File: config.mk
export PLATFORM = sky130hd
export DESIGN_NAME = hold_trigger
export DESIGN_NICKNAME = d
export VERILOG_FILES = /design/src/rtl/hold_trigger_pkg.sv /design/src/rtl/hold_trigger_dp.sv /design/src/rtl/hold_trigger_ctl.sv /design/src/rtl/hold_trigger.sv
export SDC_FILE = /design/constraint.sdc
export NUM_CORES = 1
export LEC_CHECK = 0
export BUFFER_PORTS_ARGS = -buffer_cell sky130_fd_sc_hd__buf_4
export CORE_MARGIN = 2
export CORE_UTILIZATION = 59
export CTS_CLUSTER_SIZE = 40
export DETAILED_ROUTE_END_ITERATION = 10
export HOLD_SLACK_MARGIN = 0.02
export PLACE_DENSITY = 0.89
export SKIP_LAST_GASP = 1
export SLEW_MARGIN = 25
export SYNTH_ARGS = -nofsm -noshare
export SYNTH_HDL_FRONTEND = slang
export SYNTH_HIERARCHICAL = 1
export SYNTH_SLANG_ARGS = --single-unit
File: constraint.sdc
create_clock -name clk -period 2.8 [get_ports clk]
set_input_delay 0.56 -clock clk [delete_from_list [all_inputs] [get_ports clk]]
set_output_delay 0.56 -clock clk [all_outputs]
set_load 0.03 [all_outputs]
File: src/rtl/hold_trigger_pkg.sv
package hold_trigger_pkg;

  typedef enum logic [1:0] {
    LVL_ARMED  = 2'd0,
    LVL_TIMING = 2'd1,
    LVL_FIRED  = 2'd2
  } level_e;

  typedef struct packed {
    logic restart;
    logic advance;
  } tmrCtl_t;

endpackage

File: src/rtl/hold_trigger_dp.sv
module hold_trigger_dp
  import hold_trigger_pkg::*;
#(
  parameter int          CNT_W       = 32,
  parameter int          SYNC_STAGES = 2,
  parameter int unsigned DEF_LIMIT   = 10_000_000
) (
  input  logic             clk,
  input  logic             rstN,
  input  logic             enable,
  input  logic             chanIn,
  input  logic [CNT_W-1:0] timeoutIn,
  input  tmrCtl_t          ctl,
  output logic             eventNow,
  output logic             fallEdge,
  output logic             expired
);

  localparam logic [CNT_W-1:0] CNT_MAX  = '1;
  localparam logic [CNT_W-1:0] LIM_INIT = CNT_W'(DEF_LIMIT);

  logic [SYNC_STAGES-1:0] syncQ;
  logic                   prevSync;
  logic                   syncOut;
  logic [CNT_W-1:0]       limitReg;
  logic [CNT_W-1:0]       tmrCnt;

  // resynchronizer chain, idle level is high
  for (genvar s = 0; s < SYNC_STAGES; s++) begin : g_sync
    always_ff @(posedge clk or negedge rstN) begin
      if (!rstN) begin
        syncQ[s] <= 1'b1;
      end else if (s == 0) begin
        syncQ[s] <= chanIn;
      end else begin
        syncQ[s] <= syncQ[(s == 0) ? 0 : s-1];
      end
    end
  end

  assign syncOut = syncQ[SYNC_STAGES-1];

  always_ff @(posedge clk or negedge rstN) begin
    if (!rstN) prevSync <= 1'b1;
    else       prevSync <= syncOut;
  end

  assign eventNow = ~syncOut;
  assign fallEdge = prevSync & ~syncOut;

  always_ff @(posedge clk or negedge rstN) begin
    if (!rstN)        limitReg <= LIM_INIT;
    else if (!enable) limitReg <= timeoutIn;
  end

  always_ff @(posedge clk or negedge rstN) begin
    if (!rstN) begin
      tmrCnt <= '0;
    end else if (ctl.restart) begin
      tmrCnt <= '0;
    end else if (ctl.advance && (tmrCnt != CNT_MAX)) begin
      tmrCnt <= tmrCnt + 1'b1;
    end
  end

  assign expired = (tmrCnt >= limitReg);

endmodule

File: src/rtl/hold_trigger_ctl.sv
module hold_trigger_ctl
  import hold_trigger_pkg::*;
(
  input  logic    clk,
  input  logic    rstN,
  input  logic    enable,
  input  logic    modeSel,
  input  logic    rearm,
  input  logic    eventNow,
  input  logic    fallEdge,
  input  logic    expired,
  output tmrCtl_t ctl,
  output logic    trigPulse,
  output logic    triggered
);

  level_e lvl, nextLvl;
  logic   fire;

  always_comb begin
    nextLvl     = lvl;
    fire        = 1'b0;
    ctl.restart = 1'b1;
    ctl.advance = 1'b0;
    unique case (lvl)
      LVL_ARMED: begin
        if (enable) begin
          if (modeSel) begin
            fire = fallEdge;
          end else if (eventNow) begin
            nextLvl = LVL_TIMING;
          end
        end
      end
      LVL_TIMING: begin
        ctl.restart = 1'b0;
        ctl.advance = 1'b1;
        if (!enable || !eventNow) begin
          nextLvl = LVL_ARMED;
        end else if (expired) begin
          fire = 1'b1;
        end
      end
      default: begin
        nextLvl = LVL_FIRED;
      end
    endcase
    if (fire) nextLvl = LVL_FIRED;
    if (rearm) begin
      fire    = 1'b0;
      nextLvl = LVL_ARMED;
    end
  end

  always_ff @(posedge clk or negedge rstN) begin
    if (!rstN) begin
      lvl       <= LVL_ARMED;
      trigPulse <= 1'b0;
      triggered <= 1'b0;
    end else begin
      lvl       <= nextLvl;
      trigPulse <= fire;
      if (rearm)     triggered <= 1'b0;
      else if (fire) triggered <= 1'b1;
    end
  end

endmodule

File: src/rtl/hold_trigger.sv
module hold_trigger
  import hold_trigger_pkg::*;
#(
  parameter int          CNT_W       = 32,
  parameter int          SYNC_STAGES = 2,
  parameter int unsigned DEF_LIMIT   = 10_000_000
) (
  input  logic             clk,
  input  logic             rstN,
  input  logic             enable,
  input  logic             modeSel,
  input  logic             rearm,
  input  logic [CNT_W-1:0] timeoutIn,
  input  logic             chanIn,
  output logic             trigPulse,
  output logic             triggered
);

  tmrCtl_t tmrCtl;
  logic    eventNow, fallEdge, expired;

  hold_trigger_dp #(
    .CNT_W      (CNT_W),
    .SYNC_STAGES(SYNC_STAGES),
    .DEF_LIMIT  (DEF_LIMIT)
  ) u_dp (
    .clk      (clk),
    .rstN     (rstN),
    .enable   (enable),
    .chanIn   (chanIn),
    .timeoutIn(timeoutIn),
    .ctl      (tmrCtl),
    .eventNow (eventNow),
    .fallEdge (fallEdge),
    .expired  (expired)
  );

  hold_trigger_ctl u_ctl (
    .clk      (clk),
    .rstN     (rstN),
    .enable   (enable),
    .modeSel  (modeSel),
    .rearm    (rearm),
    .eventNow (eventNow),
    .fallEdge (fallEdge),
    .expired  (expired),
    .ctl      (tmrCtl),
    .trigPulse(trigPulse),
    .triggered(triggered)
  );

endmodule

**Word level (Yosys, flattened, before mapping)**

Index checks and enable logic that the tools add are counted.

- Add/subtract/negate cells: 1
- $lt $le $gt $ge: 1
- Equality and inequality tests: 6
- Multiplexer cells: 18
- Bitwise gates (word level): 2
- Reduce and logical (&&, ||, !) cells: 7

Operators with widths:

| cell | number |
|---|---|
| $mux W32 | 2 |
| $add A32 B1 Y32 const B | 1 |
| $ge A32 B32 Y1 | 1 |
| $ne A32 B32 Y1 const B | 1 |
| $mux W2 | 7 |
| $ne A4 B3 Y1 const B | 3 |
| $mux W1 | 7 |
| $ne A4 B2 Y1 const B | 1 |
| $pmux W2 S2 | 1 |
| $reduce_and A4 Y1 | 1 |
| $reduce_bool A2 Y1 | 2 |
| $eq A2 B1 Y1 const B | 1 |
| $logic_not A2 Y1 | 1 |
| $pmux W1 S2 | 1 |
| $and A1 B1 Y1 | 1 |
| $logic_and A1 B1 Y1 | 1 |
| $logic_not A1 Y1 | 1 |
| $logic_or A1 B1 Y1 | 1 |
| $not A1 Y1 | 1 |

- Bits in registers: 71
- Input bits: 38
- Output and inout bits: 2
- Word-level logic and storage cells: 43

**Depth between registers and ports, before layout**

Gate-level depths: netlist of run 1.

- Depth after elaboration: 8
- Depth in mapped cells: 10
- Gate-level depth less buffers: 10

**Hierarchy**

The synthesis of run 1 kept the hierarchy.

Modules (own cells, without submodules):

| module | instances | cells each | area each (um^2) | seq. area each (um^2) |
|---|---|---|---|---|
| hold_trigger_dp | 1 | 372 | 3866.2 | 1690.4 |
| hold_trigger_ctl | 1 | 19 | 198.9 | 100.1 |

**Least setup slack after synthesis of run 1**

Ideal clock, no wire load.

- Path kind: reg-to-reg
- Start point: reg u_dp.limitReg[19]
- End point: reg u_ctl.lvl[0]
- Library setup time: 122 ps
- Arrival time: 2385 ps
- Path slack: 293 ps
- Stages on the path, launching flop included: 11
- Buffers on the path: 0
- Path through: dfstp_2 -> inv_1 -> ha_1 -> a21oi_1 -> o21ai_0 -> a221o_1 -> a2111oi_0 -> o21ai_0 -> nand2_1 -> nand3_1 -> a2111oi_1

- Word-level cells in the longest chain between the ends: 6

RTL lines:

| item | RTL line | source |
|---|---|---|
| start, declared | hold_trigger_dp.sv:25 | `logic [CNT_W-1:0] limitReg;` |
| start signal, assigned | hold_trigger_dp.sv:53 | `else if (!enable) limitReg <= timeoutIn;` |
| $ge A32 B32 Y1 (*) | hold_trigger_dp.sv:66 | `assign expired = (tmrCnt >= limitReg);` |
| via expired | hold_trigger.sv:20 | `logic eventNow, fallEdge, expired;` |
| $mux W1 (*) | hold_trigger_ctl.sv:40 | `end else if (expired) begin` |
| $mux W1 (*) | hold_trigger_ctl.sv:38 | `if (!enable \|\| !eventNow) begin` |
| $pmux W1 S2 (*) | hold_trigger_ctl.sv:25 | `unique case (lvl)` |
| $ne A4 B2 Y1 (no line), or another cell as far along | -- |  |
| $reduce_and A4 Y1 (no line) / $mux W2 (equally long branches) | -- |  |
| end signal, assigned | hold_trigger_ctl.sv:61 | `lvl <= nextLvl;` |
| end, declared | hold_trigger_ctl.sv:17 | `level_e lvl, nextLvl;` |

The timed path passes the listed nets; every way through them passes the cells marked *.
A chain may end at the register's enable or synchronous reset.

**Worst setup path in the final report of run 1**

- Start point: reg u_dp.limitReg[19]
- End point: reg u_ctl.lvl[1]

Same word-level chain as after synthesis.

==> qor_table.md, run 1 <==
| Item | This run | Unit |
|---|---|---|
| WS Path Type | reg2reg | - |
| Remaining design rule violation count | 0 | - |
| Worst-case headroom to the max-slew limit | 0.4170 | - |
| Clock Skew | 7.448 | ps |
| Die Wd | 87.01 | um |
| Number of max-cap violations | 0 | - |
| DR pass1 iterations | 5 | - |
| Via density per instance | 6.075 | - |
| Maximum number of pins on one net before global-route repair | 72 | - |
| Share of final-layout standard cells stronger than drive strength 1 | 0.2731 | - |
| Main area contributors after synthesis | sky130_fd_sc_hd__dfrtp_1 37%, sky130_fd_sc_hd__ha_1 10%, sky130_fd_sc_hd__mux2_2 8.9% | - |
| Multi-input gate area in the final layout | 0.002100 | sq mm |
| Sequential cell area | 0.001790 | sq mm |
| Ratio of final minimum period to clock period | 0.9688 | - |
| Post-detailed-route count of antenna-violating nets | 0 | - |
| Post-synthesis instance total | 391 | - |
| Clk sinks | 71 | - |
| List of most frequent post-synthesis cells | 60 x sky130_fd_sc_hd__dfrtp_1, 43 x sky130_fd_sc_hd__inv_1, 33 x sky130_fd_sc_hd__ha_1 | - |
| Input/output buffers | 39 | - |
| Later-pin clock latency in the skew report | 350 | ps |
| Met2 Resource Use GR | 0.3990 | - |
| Global placement routability congestion | 0.8183 | - |
| Endpoint required time on the critical path | 3040 | ps |
| Maximum buffer depth of the clock tree | 2 | - |
| CTS clk-pin slew, worst paths | 80 | ps |
| Async set-or-reset flop fraction in the synthesized netlist | 1.000 | - |
| Post-route cell area | 0.004763 | sq mm |
| Count of standard-cell rows | 30 | - |
| Placeable core region | 0.006719 | sq mm |
| Number of antenna violations at the first check in global routing | 0 | - |
| Total detailed-routing wirelength | 8376 | um |
| Cell leakage power | 2.219 | nW |
| Most Used Layer, Global Route | met2 | - |
| Vias after detailed routing | 3177 | - |
| Global route overflow | 0 | - |
| Peak fanout along the critical path | 3 | - |
| Peak supply drop | 0.3436 | mV |
| Effective utilization at floorplan | 0.6050 | - |
| GR Util All Layers | 0.2305 | - |
| Number of unique standard cell types used by synthesis | 58 | - |
| Result of the run | completed | - |
| Post-layout minimum cycle time | 2713 | ps |
| Global-route wire length before repair | 13660 | um |
| Sort of element at the start of the critical path | flip-flop | - |
| Number of ports placed on the die boundary | 40 | - |
| Number of H-tree branching levels | 3 | - |
| Clock tree from TritonCTS | built | - |
| Actual transition at the worst max-transition pin | 874.5 | ps |
| Synth-to-Final Area Change | 17.17 | % |
| Met1 Track Usage GR | 0.2880 | - |
| Yosys warns | 6 | - |
| Drt wl/cell | 16.02 | um |
| Library cell with the largest summed area after synthesis | sky130_fd_sc_hd__dfrtp_1 | - |
| Number of pins exceeding their max-slew limit in the final report | 0 | - |
| Height of the chip | 87.01 | um |
| Number of buffers inserted during clock tree synthesis | 9 | - |
| HPWL after DPL | 5929 | um |
| Data arrival time of the critical path | 2960 | ps |
| Via count of the first global-routing pass | 3084 | - |
| Met3 Usage GRT | 0.03033 | - |
| Share of the synthesized area in the top cell type | 0.3693 | - |
| Number of enable flip-flop cells after synthesis | 0 | - |
| Number of register bits inferred by synthesis | 71 | - |
| Areal power density over the cells | 499.3 | mW/mm^2 |
| Most frequent cell after synthesis | sky130_fd_sc_hd__dfrtp_1 | - |
| Number of fill cells in the layout | 467 | - |
| Synth Cell Area | 0.004065 | sq mm |
| Diode count | 0 | - |
| Iter 0 DRT Violations | 235 | - |
| Kind of end point of the critical path | flip-flop | - |
| Hold slack | 311.5 | ps |
| HP Class | in2reg | - |
| Post-Syn Area per Cell | 10.40 | sq um |
| Cts hold-fix bufs | 0 | - |
| Root buffer cell | sky130_fd_sc_hd__clkbuf_8 | - |
| Hold violation total from the final report | 0 | - |
| Maximum clock frequency | 0.3686 | GHz |
| Final-stage net count | 509 | - |
| Commonest register cell after synthesis | sky130_fd_sc_hd__dfrtp_1 | - |
| Die area | 0.007570 | sq mm |
| Post-DP Area | 0.004467 | sq mm |
| Number of endpoints failing setup at the final stage | 0 | - |
| Synthesized Nets | 462 | - |
| Register area share after synthesis | 0.4404 | - |
| Worst-case register-to-register setup slack | 90 | ps |
## path summary, 6_finish.rpt
kind,to,from,cells past startpoint
worst max-delay path,u_ctl/lvl[1]$_DFFE_PN0P_,u_dp/limitReg[19]$_DFFE_PN1N_,11
worst min-delay path,u_dp/syncQ[0]$_DFF_PN1_,chanIn,1
worst max register to register,u_ctl/lvl[1]$_DFFE_PN0P_,u_dp/limitReg[19]$_DFFE_PN1N_,11
worst min register to register,u_dp/syncOut$_DFF_PN1_,u_dp/syncQ[0]$_DFF_PN1_,0
max in group asynchronous,u_dp/tmrCnt[10]$_DFFE_PN0P_,rstN,1
min in group asynchronous,u_ctl/lvl[1]$_DFFE_PN0P_,rstN,1
## stage by stage
step | power (mW) | util | instances | TNS [ps] | setup slack, ps
6_report | 2.378 | 0.7089 | 523 | 0 | 87.34
5_1_grt | 2.460 | 0.7089 | 523 | -48.29 | -26.83
4_1_cts | 2.398 | 0.7041 | 522 | 0 | 32.80
3_5_place_dp | 1.341 | 0.6648 | 506 | -74.58 | -74.58
3_3_place_gp | 1.326 | 0.6648 | 506 | 0 | 106.3
2_1_floorplan | 1.246 | - | 391 | 0 | 293.1
## power breakdown
group,switching (mW),internal [mW]
Sequential,0.0253,1.09
Clock,0.378,0.677
Combinational,0.103,0.109
## flip-flops by register name, summed over array words and instances (netlist names)
register / flops
u_ctl/lvl: 2
u_ctl/trigPulse: 1
u_ctl/triggered: 1
u_dp/limitReg: 32
u_dp/prevSync: 1
u_dp/syncOut: 1
u_dp/syncQ: 1
u_dp/tmrCnt: 32
## cell families after synthesis
logic type      Yosys count  share of synthesized area
simple gates            109                     0.1576
compound gates           80                     0.1339
flops                    71                     0.4404
buf+inv                  54                    0.05048
mux                      35                    0.09665
fa+ha+maj                33                     0.1016
xor+xnor                  9                    0.01939
## worst max-delay path, stage by stage (launching register included)
cell,delay [ps]
sky130_fd_sc_hd__dfstp_2,530
sky130_fd_sc_hd__inv_1,40
sky130_fd_sc_hd__ha_1,310
sky130_fd_sc_hd__a21oi_1,120
sky130_fd_sc_hd__o21ai_0,110
sky130_fd_sc_hd__a221o_1,370
sky130_fd_sc_hd__a2111oi_2,350
sky130_fd_sc_hd__o21ai_1,170
sky130_fd_sc_hd__buf_4,170
sky130_fd_sc_hd__a41o_2,270
sky130_fd_sc_hd__a21oi_1,120
sky130_fd_sc_hd__nor2_1,60
## area by class of cell
type / count / area share
multi-input cells: 266 / 0.4408
flip-flops and latches: 71 / 0.3759
repair buffers: 47 / 0.07407
inverters: 43 / 0.03388
clock inverters: 7 / 0.02837
clock buffers: 9 / 0.02600
well taps: 80 / 0.02101
## layer usage
metal,wire [um],part of all wire,vias to the layer above
met5,0,0,-
met4,159,0.019,0
met3,358,0.043,17
met2,4245,0.51,83
met1,3612,0.43,1555
li1,-,-,1522
## what timing repair did
item                                    CTS  global route
resized for setup                         2             5
gates cloned                              0             0
endpoints found under the setup margin    1             1
pin swaps                                 0             1
setup buffers                             0             1
## layout by cell type (no fill, tap or decap), drive strengths merged, types with 5 or more instances in the layout
cell type / n
dfrtp: 60
buf: 47
inv: 43
mux2: 34
ha: 33
a21oi: 26
nor2: 22
nand3: 17
o21ai: 17
nand2: 16
or3: 14
dfstp: 11
nand4: 10
clkbuf: 9
a21o: 5
o2111ai: 5
xor2: 5
nor3: 5
a211oi: 5
(Power assumes the default switching activity.)
==> run 2: changes to the inputs <==
CORE_UTILIZATION = 57   (was 59)
PLACE_DENSITY = 0.86   (was 0.89)
==> qor_table.md, run 2 (synthesis results as in run 1) <==
| Item | This run | Unit | Delta |
|---|---|---|---|
| Die Wd | 88.45 | um | +1.7% |
| Cell leakage power | 2.173 | nW | -2.1% |
| Result of the run | completed | - |  |
| Hold violation total from the final report | 0 | - | unchanged |
| Post-detailed-route count of antenna-violating nets | 0 | - | unchanged |
| Final TNS setup | 0 | ps | unchanged |
| Height of the chip | 88.45 | um | +1.7% |
| Remaining design rule violation count | 0 | - | unchanged |
| Maximum buffer depth of the clock tree | 2 | - | unchanged |
| HP Class | in2reg | - |  |
| Ratio of final minimum period to clock period | 0.9495 | - | -0.01933 |
| Clock tree from TritonCTS | built | - |  |
| Number of antenna violations at the first check in global routing | 0 | - | unchanged |
| Worst r2r path cells | 11 | - | unchanged |
| Endpoint required time on the critical path | 3030 | ps | about the same |
| Count of standard-cell rows | 30 | - | unchanged |
| DR pass1 iterations | 6 | - | +1 |
| Number of max-cap violations | 0 | - | unchanged |
| Worst Hold Path Cells | 1 | - | unchanged |
| Internal Dissipation | 1.565 | mW | -16% |
| Post-layout minimum cycle time | 2659 | ps | -54.11 ps |
| GR Util All Layers | 0.2269 | - | -0.003588 |
| Via density per instance | 5.879 | - | -3.2% |
| Maximum number of pins on one net before global-route repair | 72 | - | unchanged |
| Number of cells after detailed placement | 521 | - | +3.0% |
| Total detailed-routing wirelength | 8130 | um | -2.9% |
| Clk sinks | 71 | - | unchanged |
| Kind of end point of the critical path | flip-flop | - |  |
| Sort of element at the start of the critical path | flip-flop | - |  |
| Later-pin clock latency in the skew report | 340 | ps | about the same |
| Drt wl/cell | 15.08 | um | -5.8% |
| Input/output buffers | 39 | - | unchanged |
| Clock Skew | 13.93 | ps | +6.485 ps |
| Most common cell after layout, fill and taps aside | sky130_fd_sc_hd__dfrtp_1 | - |  |
| Actual transition at the worst max-transition pin | 893.2 | ps | +18.74 ps |
| Cts hold-fix bufs | 0 | - | unchanged |
| Number of endpoints failing setup at the final stage | 0 | - | unchanged |
| CTS clk-pin slew, worst paths | 70 | ps | about the same |
| Iter 0 DRT Violations | 286 | - | +22% |
| Peak fanout along the critical path | 3 | - | unchanged |
| Worst-case headroom to the max-slew limit | 0.4045 | - | -0.01250 |
| Proportion of power drawn by flip-flops and latches | 0.542 | - | +0.075 |
| RSZ-0062 raised after global routing | no | - |  |
| Synth-to-Final Area Change | 15.05 | % |  |
| Vias after detailed routing | 3169 | - | -0.25% |
| Placeable core region | 0.006832 | sq mm | +1.7% |
| Via count of the first global-routing pass | 3094 | - | +0.32% |
| Commonest non-fill, non-tap cells in the layout | 60 x sky130_fd_sc_hd__dfrtp_1, 47 x sky130_fd_sc_hd__buf_4, 43 x sky130_fd_sc_hd__inv_1 | - |  |
| Die area | 0.007823 | sq mm | +3.3% |
| Number of pins exceeding their max-slew limit in the final report | 0 | - | unchanged |
| Areal power density over the cells | 437.7 | mW/mm^2 | -12% |
| HPWL after DPL | 5673 | um | -4.3% |
| Final-stage net count | 509 | - | unchanged |
| Global route overflow | 0 | - | unchanged |
| Switching Share | 0.2353 | - | +0.02237 |
| Global-route wire length before repair | 13720 | um | +0.45% |
| Number of ports placed on the die boundary | 40 | - | unchanged |
| Effective utilization at floorplan | 0.5951 | - | -0.009973 |
| Data arrival time of the critical path | 2890 | ps | -70 ps |
| Share of final-layout standard cells stronger than drive strength 1 | 0.2619 | - | -0.01129 |
| Logic gate share of total power | 0.103 | - | +0.014 |
| Power share of the clock group | 0.355 | - | -0.089 |
| Global placement routability congestion | 0.8180 | - | about the same |
| Maximum clock frequency | 0.3761 | GHz | +2.0% |
| WS Path Type | reg2reg | - |  |
| Number of buffers inserted during clock tree synthesis | 9 | - | unchanged |
| Diode count | 0 | - | unchanged |
| Root buffer cell | sky130_fd_sc_hd__clkbuf_8 | - |  |
| Number of fill cells in the layout | 524 | - | +12% |
| Largest registers | u_dp/limitReg: 32 flops, u_dp/tmrCnt: 32 flops, u_ctl/lvl: 2 flops | - |  |
| Peak supply drop | 0.2787 | mV | -19% |
| Number of H-tree branching levels | 3 | - | unchanged |
| Non-filler cells, final | 539 | - | +3.1% |
| Net switching power of the design | 0.4818 | mW | -4.9% |
[run 2: cell count changes in the layout (fill, tap and decap cells not counted), sizes merged]
cell / before / now
bufinv: 4 / 0
clkbuf: 9 / 15
clkinv: 3 / 1
[run 2: through the flow]
| step | util | power (mW) | worst slack [ps] | hold WS, ps | cell area [sq um] |
|---|---|---|---|---|---|
| floorplan | - | 1.246 | 293.1 | 264.4 | 4065 |
| global placement | 0.6557 | 1.327 | 159.1 | 347.2 | 4479 |
| detailed placement | 0.6557 | 1.341 | -10.04 | 347.2 | 4479 |
| CTS | 0.6808 | 2.066 | 43.57 | 316.7 | 4651 |
| global route | 0.6846 | 2.156 | 20.90 | 319.4 | 4677 |
| finish | 0.6846 | 2.047 | 141.4 | 330.4 | 4677 |
[run 2: area by class of cell]
| class | count | area (sq um) | area share |
|---|---|---|---|
| Sequential cell | 71 | 1790 | 0.3828 |
| Multi-Input combinational cell | 266 | 2081 | 0.4449 |
| Clock inverter | 1 | 5.005 | 0.001070 |
| Inverter | 43 | 161.4 | 0.03451 |
| Timing Repair Buffer | 47 | 352.8 | 0.07544 |
| Tap cell | 96 | 120.1 | 0.02568 |
| Clock buffer | 15 | 166.4 | 0.03558 |
[run 2: path summary, 6_finish.rpt]
kind	start	end	slack, ps
setup / recovery	u_dp/limitReg[19]$_DFFE_PN1N_	u_ctl/lvl[1]$_DFFE_PN0P_	140
setup reg to reg	u_dp/limitReg[19]$_DFFE_PN1N_	u_ctl/lvl[1]$_DFFE_PN0P_	140
hold reg to reg	u_dp/syncQ[0]$_DFF_PN1_	u_dp/syncOut$_DFF_PN1_	360
min in group asynchronous	rstN	u_dp/limitReg[3]$_DFFE_PN0N_	340
max in group asynchronous	rstN	u_dp/limitReg[17]$_DFFE_PN0N_	1880
hold / removal	chanIn	u_dp/syncQ[0]$_DFF_PN1_	330
[run 2: what timing repair did]
item,4_1_cts,5_1_grt
pin swaps,0,1
gates resized for setup,1,3
buffers inserted,0,2
endpoints found under the setup margin,1,3
[run 2: layer usage]
layer / GRT usage / part of all wire / vias up
met1: 0.2979 / 0.44 / 1527
li1: - / - / 1510
met4: 0.1129 / 0.024 / 0
met2: 0.3630 / 0.48 / 114
met5: 0 / 0 / -
met3: 0.04104 / 0.055 / 18
[run 2: power groups by stage]
stage / Clock (mW) / Sequential [mW] / Combinational (mW)
floorplan: 0 / 1.12 / 0.123
global placement: 0 / 1.13 / 0.200
detailed placement: 0 / 1.13 / 0.212
CTS: 0.743 / 1.11 / 0.213
global route: 0.799 / 1.12 / 0.241
finish: 0.727 / 1.11 / 0.210
[run 2: worst max-delay path, stage by stage (launching register included)]
cell and delay, ps:
sky130_fd_sc_hd__dfstp_2 530, sky130_fd_sc_hd__inv_1 40, sky130_fd_sc_hd__ha_1 320, sky130_fd_sc_hd__a21oi_1 130
sky130_fd_sc_hd__o21ai_0 100, sky130_fd_sc_hd__a221o_1 370, sky130_fd_sc_hd__a2111oi_2 300, sky130_fd_sc_hd__o21ai_1 180
sky130_fd_sc_hd__buf_4 170, sky130_fd_sc_hd__a41o_2 260, sky130_fd_sc_hd__a21oi_1 110, sky130_fd_sc_hd__nor2_1 50
